===== config.mk =====
export PLATFORM = sky130hd
export DESIGN_NAME = frac_rtc
export DESIGN_NICKNAME = d
export VERILOG_FILES = /design/src/rtl/frac_rtc_pkg.sv /design/src/rtl/frac_rtc_ctrl.sv /design/src/rtl/frac_rtc_datapath.sv /design/src/rtl/frac_rtc.sv
export SDC_FILE = /design/constraint.sdc
export NUM_CORES = 1
export LEC_CHECK = 0
export BUFFER_PORTS_ARGS = -buffer_cell sky130_fd_sc_hd__clkbuf_2
export CAP_MARGIN = 20
export CORE_MARGIN = 2
export CORE_UTILIZATION = 40
export CTS_CLUSTER_DIAMETER = 60
export DETAILED_ROUTE_END_ITERATION = 7
export GPL_ROUTABILITY_DRIVEN = 0
export SLEW_MARGIN = 5
export SYNTH_ARGS = -nofsm -noshare
export SYNTH_HDL_FRONTEND = slang
export SYNTH_SLANG_ARGS = --single-unit

===== constraint.sdc =====
create_clock -name clk -period 9.5 [get_ports clk]
set_clock_uncertainty 0.15 [all_clocks]
set_input_delay 1.9 -clock clk [delete_from_list [all_inputs] [get_ports clk]]
set_output_delay 1.9 -clock clk [all_outputs]
set_load 0.05 [all_outputs]

===== src/rtl/frac_rtc_pkg.sv =====
package frac_rtc_pkg;

  // Per-cycle strobes from the control half to the datapath half.
  typedef struct packed {
    logic slowTick;   // apply coarse correction this edge
    logic loadNum;    // load numerator from wrVal
    logic loadDen;    // load denominator from wrVal (already screened for zero)
  } rtcStrobe_t;

endpackage


===== src/rtl/frac_rtc_ctrl.sv =====
module frac_rtc_ctrl
  import frac_rtc_pkg::*;
#(
  parameter int FRAC_W = 12,
  parameter int DIV_N  = 610,
  parameter int SYNC_N = 2
) (
  input  logic              clk,
  input  logic              rst,
  input  logic              cfgValid,
  input  logic              cfgAddr,
  input  logic [FRAC_W-1:0] cfgData,
  input  logic [1:0]        strapSel,
  input  logic              xtalTick,
  output rtcStrobe_t        strb,
  output logic [FRAC_W-1:0] wrVal
);

  localparam int DIV_W = $clog2(DIV_N);
  localparam logic [DIV_W-1:0] DIV_LAST = DIV_W'(DIV_N - 1);

  // Internal slow reference: wraps after DIV_N cycles.
  logic [DIV_W-1:0] divCnt;
  logic             divWrap;

  assign divWrap = (divCnt == DIV_LAST);

  always_ff @(posedge clk) begin
    if (rst)          divCnt <= '0;
    else if (divWrap) divCnt <= '0;
    else              divCnt <= divCnt + DIV_W'(1);
  end

  // Crystal tick: SYNC_N synchronizing stages plus one history flop.
  logic [SYNC_N:0] syncPipe;
  logic            xtalRise;

  always_ff @(posedge clk) begin
    if (rst) syncPipe <= '0;
    else     syncPipe <= {syncPipe[SYNC_N-1:0], xtalTick};
  end

  assign xtalRise = syncPipe[SYNC_N-1] & ~syncPipe[SYNC_N];

  // Strobe decode.
  logic useDivider;
  assign useDivider = (strapSel != 2'b00);
  assign wrVal      = cfgData;

  always_comb begin
    strb.slowTick = useDivider ? divWrap : xtalRise;
    strb.loadNum  = cfgValid && !cfgAddr;
    strb.loadDen  = cfgValid && cfgAddr && (cfgData != '0);
  end

endmodule


===== src/rtl/frac_rtc_datapath.sv =====
module frac_rtc_datapath
  import frac_rtc_pkg::*;
#(
  parameter int FRAC_W    = 12,
  parameter int CNT_W     = 64,
  parameter int HALF_STEP = 375,
  parameter int NUM_RST   = 4,
  parameter int DEN_RST   = 25
) (
  input  logic              clk,
  input  logic              rst,
  input  rtcStrobe_t        strb,
  input  logic [FRAC_W-1:0] wrVal,
  output logic [CNT_W-1:0]  count,
  output logic [FRAC_W-1:0] fracNum,
  output logic [FRAC_W-1:0] fracDen,
  output logic [FRAC_W:0]   accVal,
  output logic [CNT_W:0]    expHalf
);

  localparam int ACC_W = FRAC_W + 1;
  localparam int EXP_W = CNT_W + 1;

  logic [ACC_W-1:0] accSum;
  logic [ACC_W-1:0] accFine;
  logic             fineCarry;
  logic [CNT_W-1:0] cntFine;
  logic [EXP_W-1:0] expNext;
  logic [CNT_W-1:0] anchor;
  logic             mismatch;
  logic             clearAcc;

  always_comb begin
    accSum    = accVal + ACC_W'(fracNum);
    fineCarry = (accSum >= ACC_W'(fracDen));
    accFine   = fineCarry ? (accSum - ACC_W'(fracDen)) : accSum;
    cntFine   = count + CNT_W'(fineCarry);
    expNext   = expHalf + EXP_W'(HALF_STEP);
    anchor    = expNext[CNT_W:1];
    mismatch  = strb.slowTick && (cntFine != anchor);
    clearAcc  = mismatch || strb.loadNum || strb.loadDen;
  end

  always_ff @(posedge clk) begin
    if (rst) begin
      count   <= '0;
      accVal  <= '0;
      expHalf <= '0;
      fracNum <= FRAC_W'(NUM_RST);
      fracDen <= FRAC_W'(DEN_RST);
    end else begin
      if (strb.loadNum)  fracNum <= wrVal;
      if (strb.loadDen)  fracDen <= wrVal;
      if (strb.slowTick) expHalf <= expNext;
      count  <= mismatch ? anchor : cntFine;
      accVal <= clearAcc ? '0 : accFine;
    end
  end

endmodule


===== src/rtl/frac_rtc.sv =====
module frac_rtc
  import frac_rtc_pkg::*;
#(
  parameter int FRAC_W    = 12,
  parameter int CNT_W     = 64,
  parameter int DIV_N     = 610,
  parameter int HALF_STEP = 375
) (
  input  logic              clk,
  input  logic              rst,
  input  logic              cfgValid,
  input  logic              cfgAddr,
  input  logic [FRAC_W-1:0] cfgData,
  input  logic [1:0]        strapSel,
  input  logic              xtalTick,
  output logic [CNT_W-1:0]  count
);

  rtcStrobe_t        strb;
  logic [FRAC_W-1:0] wrVal;
  logic [FRAC_W-1:0] fracNum;
  logic [FRAC_W-1:0] fracDen;
  logic [FRAC_W:0]   accVal;
  logic [CNT_W:0]    expHalf;
  logic              tickSeen;
  logic              numSeen;
  logic              denSeen;

  assign tickSeen = strb.slowTick;
  assign numSeen  = strb.loadNum;
  assign denSeen  = strb.loadDen;

  frac_rtc_ctrl #(
    .FRAC_W(FRAC_W),
    .DIV_N (DIV_N),
    .SYNC_N(2)
  ) ctrlI (
    .clk     (clk),
    .rst     (rst),
    .cfgValid(cfgValid),
    .cfgAddr (cfgAddr),
    .cfgData (cfgData),
    .strapSel(strapSel),
    .xtalTick(xtalTick),
    .strb    (strb),
    .wrVal   (wrVal)
  );

  frac_rtc_datapath #(
    .FRAC_W   (FRAC_W),
    .CNT_W    (CNT_W),
    .HALF_STEP(HALF_STEP)
  ) dpI (
    .clk    (clk),
    .rst    (rst),
    .strb   (strb),
    .wrVal  (wrVal),
    .count  (count),
    .fracNum(fracNum),
    .fracDen(fracDen),
    .accVal (accVal),
    .expHalf(expHalf)
  );

endmodule


==> impl_metrics.json, run 1 <==
{
  "via_count": 10462,
  "place_inst": 1847,
  "cp-start-kind": "flip-flop",
  "cts_tree": "done",
  "p_leak_nw": 4.59,
  "io_buffers": 82,
  "finalNonFillerCells": 1876,
  "cap_violations": 0,
  "numCtsBuffers": 17,
  "cts_resized": 0,
  "cts_root_buf": "clkbuf_16",
  "drt-total-wl_um": 33500,
  "fillers": 2926,
  "timing.fmax_mhz": 124,
  "initial_core_util_pct": 40.8,
  "status": "complete, no violations",
  "diodes": 0,
  "post_cts.repair.setup_buffers": 0,
  "rsz0062_at_grt": "false",
  "synthAdderAreaFrac_pct": 3.42,
  "htree_levels": 4,
  "cts_hold_buf": 0,
  "grt_first_pass_wirelength_um": 53200,
  "path_clk_slew_ps": 70,
  "postSynthCellCount": 1442,
  "antenna_left": 0,
  "crit_fanout": 86,
  "cpMaxStageDelayCell": "buf_4",
  "worstPathArrival_ps": 8260,
  "grt_pass1_vias": 9742,
  "setup_viol": 0,
  "synth-xor-area-share_pct": 19.5,
  "slew_violations": 0,
  "synth_top_flop_cell": "dfxtp_1",
  "yosysSeqAreaShare_pct": 30.4,
  "avgSynthCellArea_um2": 8.17,
  "slowest_delay_ps": 780,
  "num-nets-final": 1532,
  "finalHoldViolCount": 0,
  "ctsLongestPathBuffers": 2,
  "rows": 62,
  "core-area_um2": 28900,
  "synth-edff-count": 0,
  "clock-sinks": 179,
  "grt_antenna_before_repair": 0,
  "fin_setup_tns_ps": 0,
  "cpMostUsedCell": "ha_1",
  "powerDensity_nw_per_um2": 143,
  "die-area_um2": 30900,
  "wl_per_cell_um": 17.9,
  "ys_warn_count": 0,
  "syn_area_um2": 11800,
  "first_pass_iters": 5,
  "ir_drop_mv": 0.126,
  "die_h_um": 176,
  "post-dp-hpwl_um": 24700,
  "relSlewSlack_pct": 28.4,
  "grt_start_max_net_pins": 87,
  "async_flop_share_pct": 0,
  "fin_crit_ps": 8070,
  "synth_compound_area_share_pct": 9.39,
  "drt_iter0_drc": 721,
  "syn-num-nets": 1492,
  "netlist.area_leader.share_pct": 30.4,
  "required_ps": 9690,
  "dp_slack_ps": 1500,
  "post-route-drc-count": 0,
  "setup_ws_ps": 1430,
  "crit_type": "flip-flop to flip-flop",
  "synth_mux_area_share_pct": 5.39,
  "synth_top_family_by_area": "simple AND/OR/NAND/NOR gates",
  "grt_overflow": 0,
  "clock_latency_ps": 450,
  "ys_types": 61,
  "fin_crit_sh_pct": 85.0,
  "io_pins": 83,
  "end_kind": "flip-flop",
  "synthSimpleGateAreaFrac_pct": 28.4,
  "ys_top_cells_by_area": "dfxtp_1 30%, xnor2_1 9.1%, xor2_1 8.3%",
  "area.growth.synth_to_final_pct": 11.1,
  "ys_ff_latch": 179,
  "die_w_um": 176,
  "tightest_slew_ps": 1070,
  "drive_gt1_share_pct": 11.5,
  "grt_usage_pct": 21.8,
  "synth_top_cell_by_area": "dfxtp_1",
  "viasPerCell": 5.58,
  "hold_path.class": "flip-flop to flip-flop"
}
==> cells in the final DEF (no fill, tap or decap), types with 6 or more instances in the layout <==
cell,n
dfxtp_1,179
nor2_1,162
xnor2_1,122
nand2_1,119
xor2_1,112
clkbuf_2,81
nand3_1,71
nor3_1,57
nand4_1,57
a21oi_1,47
inv_1,37
nor4_1,35
o21ai_0,32
mux2i_1,32
or3_1,31
ha_1,29
mux2_2,28
a211oi_1,27
and4_1,26
nor2b_1,19
clkbuf_16,17
and3_1,14
or4_1,12
buf_4,11
xnor3_1,10
nand2b_1,9
or2_2,9
o21a_1,8
and2_1,8
o311a_1,7
a21o_1,6
o31a_1,6
==> registers in the layout (all words and copies together), names as in the netlist <==
signal,count
ctrlI.divCnt,10
ctrlI.syncPipe,3
dpI.accVal,13
dpI.count,64
dpI.expHalf,65
dpI.fracDen,12
dpI.fracNum,12
==> critical path: cells and delay by family (launching register included) <==
kind                     cells  cell delay, ps
AO/OA/AOI/OAI               11            2180
XOR/XNOR                     3             630
adder cells (fa/ha/maj)      3             910
buffers and inverters        2             870
flip-flops                   1             330
multiplexers                 1             110
AND/OR/NAND/NOR              9            2770
==> Yosys cell counts (5+ instances only) <==
master    instances
and2_1            8
mux2_2           28
o21a_1            8
nor2_1          162
a21oi_1          47
nand4_1          57
nor4_1           37
o31a_1            6
buf_1             5
nand2_1         119
o311a_1           7
xnor3_1          10
or3_1            31
inv_1            37
ha_1             29
nor3_1           57
mux2i_1          32
and3_1           14
and4_1           26
nor2b_1          19
dfxtp_1         179
xnor2_1         122
a211oi_1         27
xor2_1          112
or2_2             9
nand2b_1          9
nand3_1          71
clkbuf_1         64
o21ai_0          33
or4_1            12
a21o_1            6
==> kinds of logic (layout without fill, tap and decap cells) <==
group                    Yosys count  count (layout)
flip-flops                       179             179
multiplexers                      60              60
buffers and inverters            109             159
adder cells (fa/ha/maj)           31              31
XOR/XNOR                         245             245
AND/OR/NAND/NOR                  650             650
AO/OA/AOI/OAI                    168             168
==> power breakdown <==
group	total (mW)	switching [mW]	internal, mW
combinational	0.371	0.214	0.157
clock	0.708	0.311	0.396
sequential	0.792	0.0184	0.774
==> layout make-up <==
type / instances / area [um^2] / area share [%]
timing repair buffer: 93 / 498 / 3.80
inverter: 37 / 139 / 1.06
multi-input combinational: 1154 / 7830 / 59.8
clock buffer: 20 / 457 / 3.49
sequential: 179 / 3580 / 27.4
clock inverter: 9 / 109 / 0.831
tap: 384 / 480 / 3.67
==> per-stage QoR <==
stage / power, mW / hold WS (ps) / util, % / instance area, um^2
floorplan: 1.10 / 264 / - / 11800
global placement: 1.18 / 284 / 43.4 / 12500
detailed placement: 1.18 / 283 / 43.4 / 12500
CTS: 1.88 / 293 / 45.4 / 13100
global route: 1.95 / 304 / 45.4 / 13100
finish: 1.87 / 290 / 45.4 / 13100
==> routing by layer <==
layer  global-route usage, %  wire, um  vias up
met2                    35.0     15400      263
li1                        -         -     5196
met1                    30.0     15800     4949
met4                    8.37       964        0
met3                    2.55      1360       54
met5                       0         0        -
==> path summary, 6_finish.rpt <==
path | from | endpoint | slack, ps | cells past startpoint
worst max register to register | dpI.fracNum[1] | dpI.count[52] | 1430 | 29
worst min-delay path | ctrlI.syncPipe[0] | ctrlI.syncPipe[1] | 290 | 1
worst max-delay path | dpI.fracNum[1] | dpI.count[52] | 1430 | 29
worst min register to register | ctrlI.syncPipe[0] | ctrlI.syncPipe[1] | 290 | 1
Power figures use the tool's default switching activity.
==> run 2, diff against run 1 <==
clock period = 7.5 ns   (was 9.5 ns; I/O delays follow)
==> impl_metrics.json, run 2 (synthesized netlist as in run 1, its figures left out) <==
{
  "crit_path_start": "dpI.fracNum[1]",
  "die-area_um2": 30900,
  "ir_drop_mv": 0.155,
  "grt_pass1_vias": 10095,
  "powerDensity_nw_per_um2": 180,
  "fillers": 2919,
  "grt_first_pass_wirelength_um": 55400,
  "io_buffers": 82,
  "clock_latency_ps": 450,
  "ctsLongestPathBuffers": 2,
  "crit_cells": 29,
  "setup_viol": 0,
  "top_regs": "dpI.expHalf (65), dpI.count (64), dpI.accVal (13)",
  "slowest_delay_ps": 720,
  "first_pass_iters": 7,
  "rsz0062_at_grt": "true",
  "crit_fanout": 12,
  "core-area_um2": 28900,
  "hold_path.class": "flip-flop to flip-flop",
  "holdWs_ps": 308,
  "slew_violations": 0,
  "tightest_slew_ps": 1160,
  "grt_usage_pct": 22.7,
  "cts_tree": "done",
  "finalHoldViolCount": 0,
  "cts_root_buf": "clkbuf_16",
  "numCtsBuffers": 17,
  "worstPathArrival_ps": 7420,
  "drt-total-wl_um": 34900,
  "grt_start_max_net_pins": 81,
  "fin_crit_ps": 7180,
  "cpMostUsedCell": "ha_1",
  "regToRegEndpoint": "dpI.accVal[2]",
  "grt_antenna_before_repair": 0,
  "initial_core_util_pct": 40.8,
  "final_cell_mix": "179 x dfxtp_1, 162 x nor2_1, 122 x xnor2_1",
  "clock-sinks": 179,
  "p_leak_nw": 4.72,
  "rows": 62,
  "multi_input_area_um2": 7890,
  "io_pins": 83,
  "drive_gt1_share_pct": 13.3,
  "htree_levels": 4,
  "layout_commonest_cell": "dfxtp_1",
  "relSlewSlack_pct": 22.0,
  "status": "complete, no violations",
  "timing.fmax_mhz": 139,
  "crit_path_end": "dpI.accVal[2]",
  "post-route-drc-count": 0,
  "cap_violations": 0,
  "post-dp-hpwl_um": 25600,
  "critPathBufInv": 2,
  "wl_per_cell_um": 18.4,
  "area.growth.synth_to_final_pct": 13.0,
  "place_area_um2": 12600,
  "cp-start-kind": "flip-flop",
  "diodes": 0,
  "largest_reg_flops": 65,
  "regMostFlops": "dpI.expHalf",
  "cts_hold_buf": 0,
  "viasPerCell": 5.62,
  "cpMaxStageDelayCell": "or4_2",
  "grt_overflow": 0,
  "antenna_left": 0,
  "rr_worst_depth": 29,
  "fin_crit_sh_pct": 95.8,
  "drt_iter0_drc": 726,
  "end_kind": "flip-flop",
  "reg2reg_from": "dpI.fracNum[1]",
  "crit_type": "flip-flop to flip-flop",
  "die_w_um": 176,
  "die_h_um": 176,
  "r2r_slack_ps": 320,
  "seq_area_um2": 3580,
  "path_clk_slew_ps": 80,
  "path_delay_family": "simple AND/OR/NAND/NOR gates",
  "via_count": 10681,
  "required_ps": 7730,
  "num-nets-final": 1552,
  "fin_area_um2": 13300
}
-- run 2: changes by cell type in the layout (fill, tap and decap cells not counted), moves of 2 or more --
cell	delta
buf_4	+17
inv_8	+5
inv_6	+4
buf_12	+2
bufinv_16	-2
clkbuf_8	-2
clkinv_2	-2
nor4_4	+2
or4_1	-2
or4_4	+2
-- run 2: how the worst min path moves through the flow --
stage / cells past startpoint / startpoint / slack (ps) / end
final: 1 / ctrlI.syncPipe[0] / 310 / ctrlI.syncPipe[1]
after floorplan: 1 / ctrlI.syncPipe[0] / 260 / ctrlI.syncPipe[1]
after detailed placement: 1 / ctrlI.syncPipe[0] / 300 / ctrlI.syncPipe[1]
after global routing: 1 / ctrlI.syncPipe[0] / 320 / ctrlI.syncPipe[1]
after global placement: 1 / ctrlI.syncPipe[0] / 300 / ctrlI.syncPipe[1]
after CTS: 2 / dpI.fracDen[8] / 310 / dpI.fracDen[8]
-- run 2: worst reg2reg max path: cells and delay by family (launching register included) --
family	cells	cell delay, ps
AO/OA/AOI/OAI	11	2300
XOR/XNOR	1	100
adder cells (fa/ha/maj)	3	780
buffers and inverters	2	290
flip-flops	1	330
AND/OR/NAND/NOR	12	3150
-- run 2: power breakdown --
group          internal [mW]  switching [mW]  total [mW]
sequential             0.980          0.0235        1.00
combinational          0.215           0.281       0.496
clock                  0.441           0.452       0.893
total                   1.63           0.757        2.39
-- run 2: timing repair --
action                                 4_1_cts  5_1_grt
pin swaps                                    1        5
cloned                                       0        1
setup buffers                                0        6
setup endpoints to repair                    6       75
resized for setup                            4       12
endpoints found under the hold margin        0        0
-- run 2: layout make-up --
| class | count | area share (%) |
|---|---|---|
| tap | 384 | 3.61 |
| timing repair buffer | 112 | 5.01 |
| multi-input combinational | 1155 | 59.2 |
| clock inverter | 15 | 1.04 |
| inverter | 37 | 1.04 |
| sequential | 179 | 26.9 |
| clock buffer | 17 | 3.19 |
-- run 2: stage by stage --
stage / power, mW / instances / utilization [%] / TNS, ps / setup slack [ps]
detailed placement: 1.50 / 1860 / 43.8 / -173 / -98.6
floorplan: 1.39 / 1442 / - / 0 / 369
CTS: 2.39 / 1892 / 45.8 / 0 / 60.3
global route: 2.50 / 1899 / 46.2 / -106 / -43.3
global placement: 1.50 / 1860 / 43.8 / 0 / 106
finish: 2.39 / 1899 / 46.2 / 0 / 316
-- run 2: routing by layer --
metal	vias up	track usage, %	share of wire (%)
li1	5234	-	-
met1	5099	30.8	47
met2	287	36.8	46
met3	61	2.97	4.7
met4	0	8.23	3.0
met5	-	0	0
==> run 3, diff against run 2 <==
RECOVER_POWER = 100   (was default)
==> impl_metrics.json, run 3 (synthesized netlist as in run 1, its figures left out) <==
{
  "first_pass_iters": 7,
  "final_cell_mix": "179 x dfxtp_1, 162 x nor2_1, 122 x xnor2_1",
  "largest_reg_flops": 65,
  "viasPerCell": 5.63,
  "fin_setup_tns_ps": 0,
  "core-area_um2": 28900,
  "cap_violations": 2,
  "end_kind": "flip-flop",
  "cpMaxStageDelayCell": "or4_2",
  "tightest_slew_ps": 3390,
  "initial_core_util_pct": 40.8,
  "slowest_delay_ps": 700,
  "top_regs": "dpI.expHalf (65), dpI.count (64), dpI.accVal (13)",
  "diodes": 0,
  "grt_usage_pct": 22.7,
  "grt_antenna_before_repair": 0,
  "die-area_um2": 30900,
  "fin_crit_ps": 7160,
  "grt_overflow": 0,
  "numCtsBuffers": 17,
  "timing.fmax_mhz": 140,
  "clock_latency_ps": 450,
  "drt_iter0_drc": 715,
  "fillers": 2961,
  "num-nets-final": 1552,
  "die_h_um": 176,
  "wl_per_cell_um": 18.5,
  "violations": "capacitance limit, slew limit",
  "fin_crit_sh_pct": 95.5,
  "grt_first_pass_wirelength_um": 55400,
  "layout_commonest_cell": "dfxtp_1",
  "rows": 62,
  "setup_ws_ps": 341,
  "clock-sinks": 179,
  "io_pins": 83,
  "post-route-drc-count": 0,
  "p_leak_nw": 4.47,
  "powerDensity_nw_per_um2": 181,
  "area.growth.synth_to_final_pct": 12.1,
  "path_clk_slew_ps": 80,
  "relSlewSlack_pct": -126,
  "grt_pass1_vias": 10095,
  "slew_violations": 99,
  "via_count": 10699,
  "htree_levels": 4,
  "cp-start-kind": "flip-flop",
  "drt-total-wl_um": 35100,
  "hold_path.class": "flip-flop to flip-flop",
  "drive_gt1_share_pct": 8.65,
  "worstPathArrival_ps": 7390,
  "cts_hold_buf": 0,
  "finalHoldViolCount": 0,
  "regMostFlops": "dpI.expHalf",
  "die_w_um": 176,
  "grt_start_max_net_pins": 81,
  "cpMostUsedCell": "ha_1",
  "required_ps": 7730,
  "dp_slack_ps": -98.6,
  "multi_input_area_um2": 7880,
  "crit_type": "flip-flop to flip-flop",
  "seq_area_um2": 3580,
  "crit_fanout": 12,
  "ir_drop_mv": 0.156,
  "cts_tree": "done",
  "ctsLongestPathBuffers": 2,
  "post-dp-hpwl_um": 25600,
  "cts_root_buf": "clkbuf_16",
  "status": "finished with violations",
  "antenna_left": 0,
  "io_buffers": 82,
  "rsz0062_at_grt": "true",
  "setup_viol": 0
}
run 3: cell types whose count changed in the layout (fill, tap and decap cells not counted):
cell      change
buf_4         -5
clkbuf_1     +70
clkbuf_2     -65
o21ai_0       +1
o21ai_2       -1
run 3: path summary, 6_finish.rpt:
kind	startpoint	end	slack [ps]	cells past startpoint
max	dpI.fracNum[1]	dpI.accVal[2]	340	29
min	ctrlI.syncPipe[0]	ctrlI.syncPipe[1]	310	1
max reg2reg	dpI.fracNum[1]	dpI.accVal[2]	340	29
min reg2reg	ctrlI.syncPipe[0]	ctrlI.syncPipe[1]	310	1
run 3: report_power, final:
group          switching [mW]  internal (mW)
logic                   0.281          0.212
registers              0.0233          0.980
clock network           0.454          0.441
total                   0.759           1.63
run 3: layout make-up:
class	count	area share [%]
tap	384	3.63
multi-input combinational	1155	59.6
sequential	179	27.1
timing repair buffer	112	4.29
inverter	37	1.05
clock inverter	15	1.05
clock buffer	17	3.22
run 3: worst max-delay path: cells and delay by family (launching register included):
family                   cells  cell delay (ps)
AND/OR/NAND/NOR             12             3130
adder cells (fa/ha/maj)      3              780
flip-flops                   1              330
buffers and inverters        2              290
AO/OA/AOI/OAI               11             2300
XOR/XNOR                     1              100
run 3: through the flow:
stage	instance area [um^2]	util (%)	hold slack [ps]	std cells	total power, mW
after global placement	12600	43.8	295	1860	1.50
after detailed placement	12600	43.8	296	1860	1.50
after global routing	13200	45.8	319	1899	2.50
after CTS	13200	45.8	308	1892	2.39
final	13200	45.8	308	1899	2.39
after floorplan	11800	-	264	1442	1.39
run 3: routing by layer:
layer  track usage [%]  wire length (um)
met1              30.8             16400
met2              36.8             16100
met3              2.97              1550
met4              8.23              1040
met5                 0                 0
run 3: timing repair:
| action | in CTS | in global routing |
|---|---|---|
| gates resized for setup | 4 | 12 |
| setup endpoints to repair | 6 | 75 |
| buffers inserted | 0 | 6 |
| cloned | 0 | 1 |
| pin swaps | 1 | 5 |
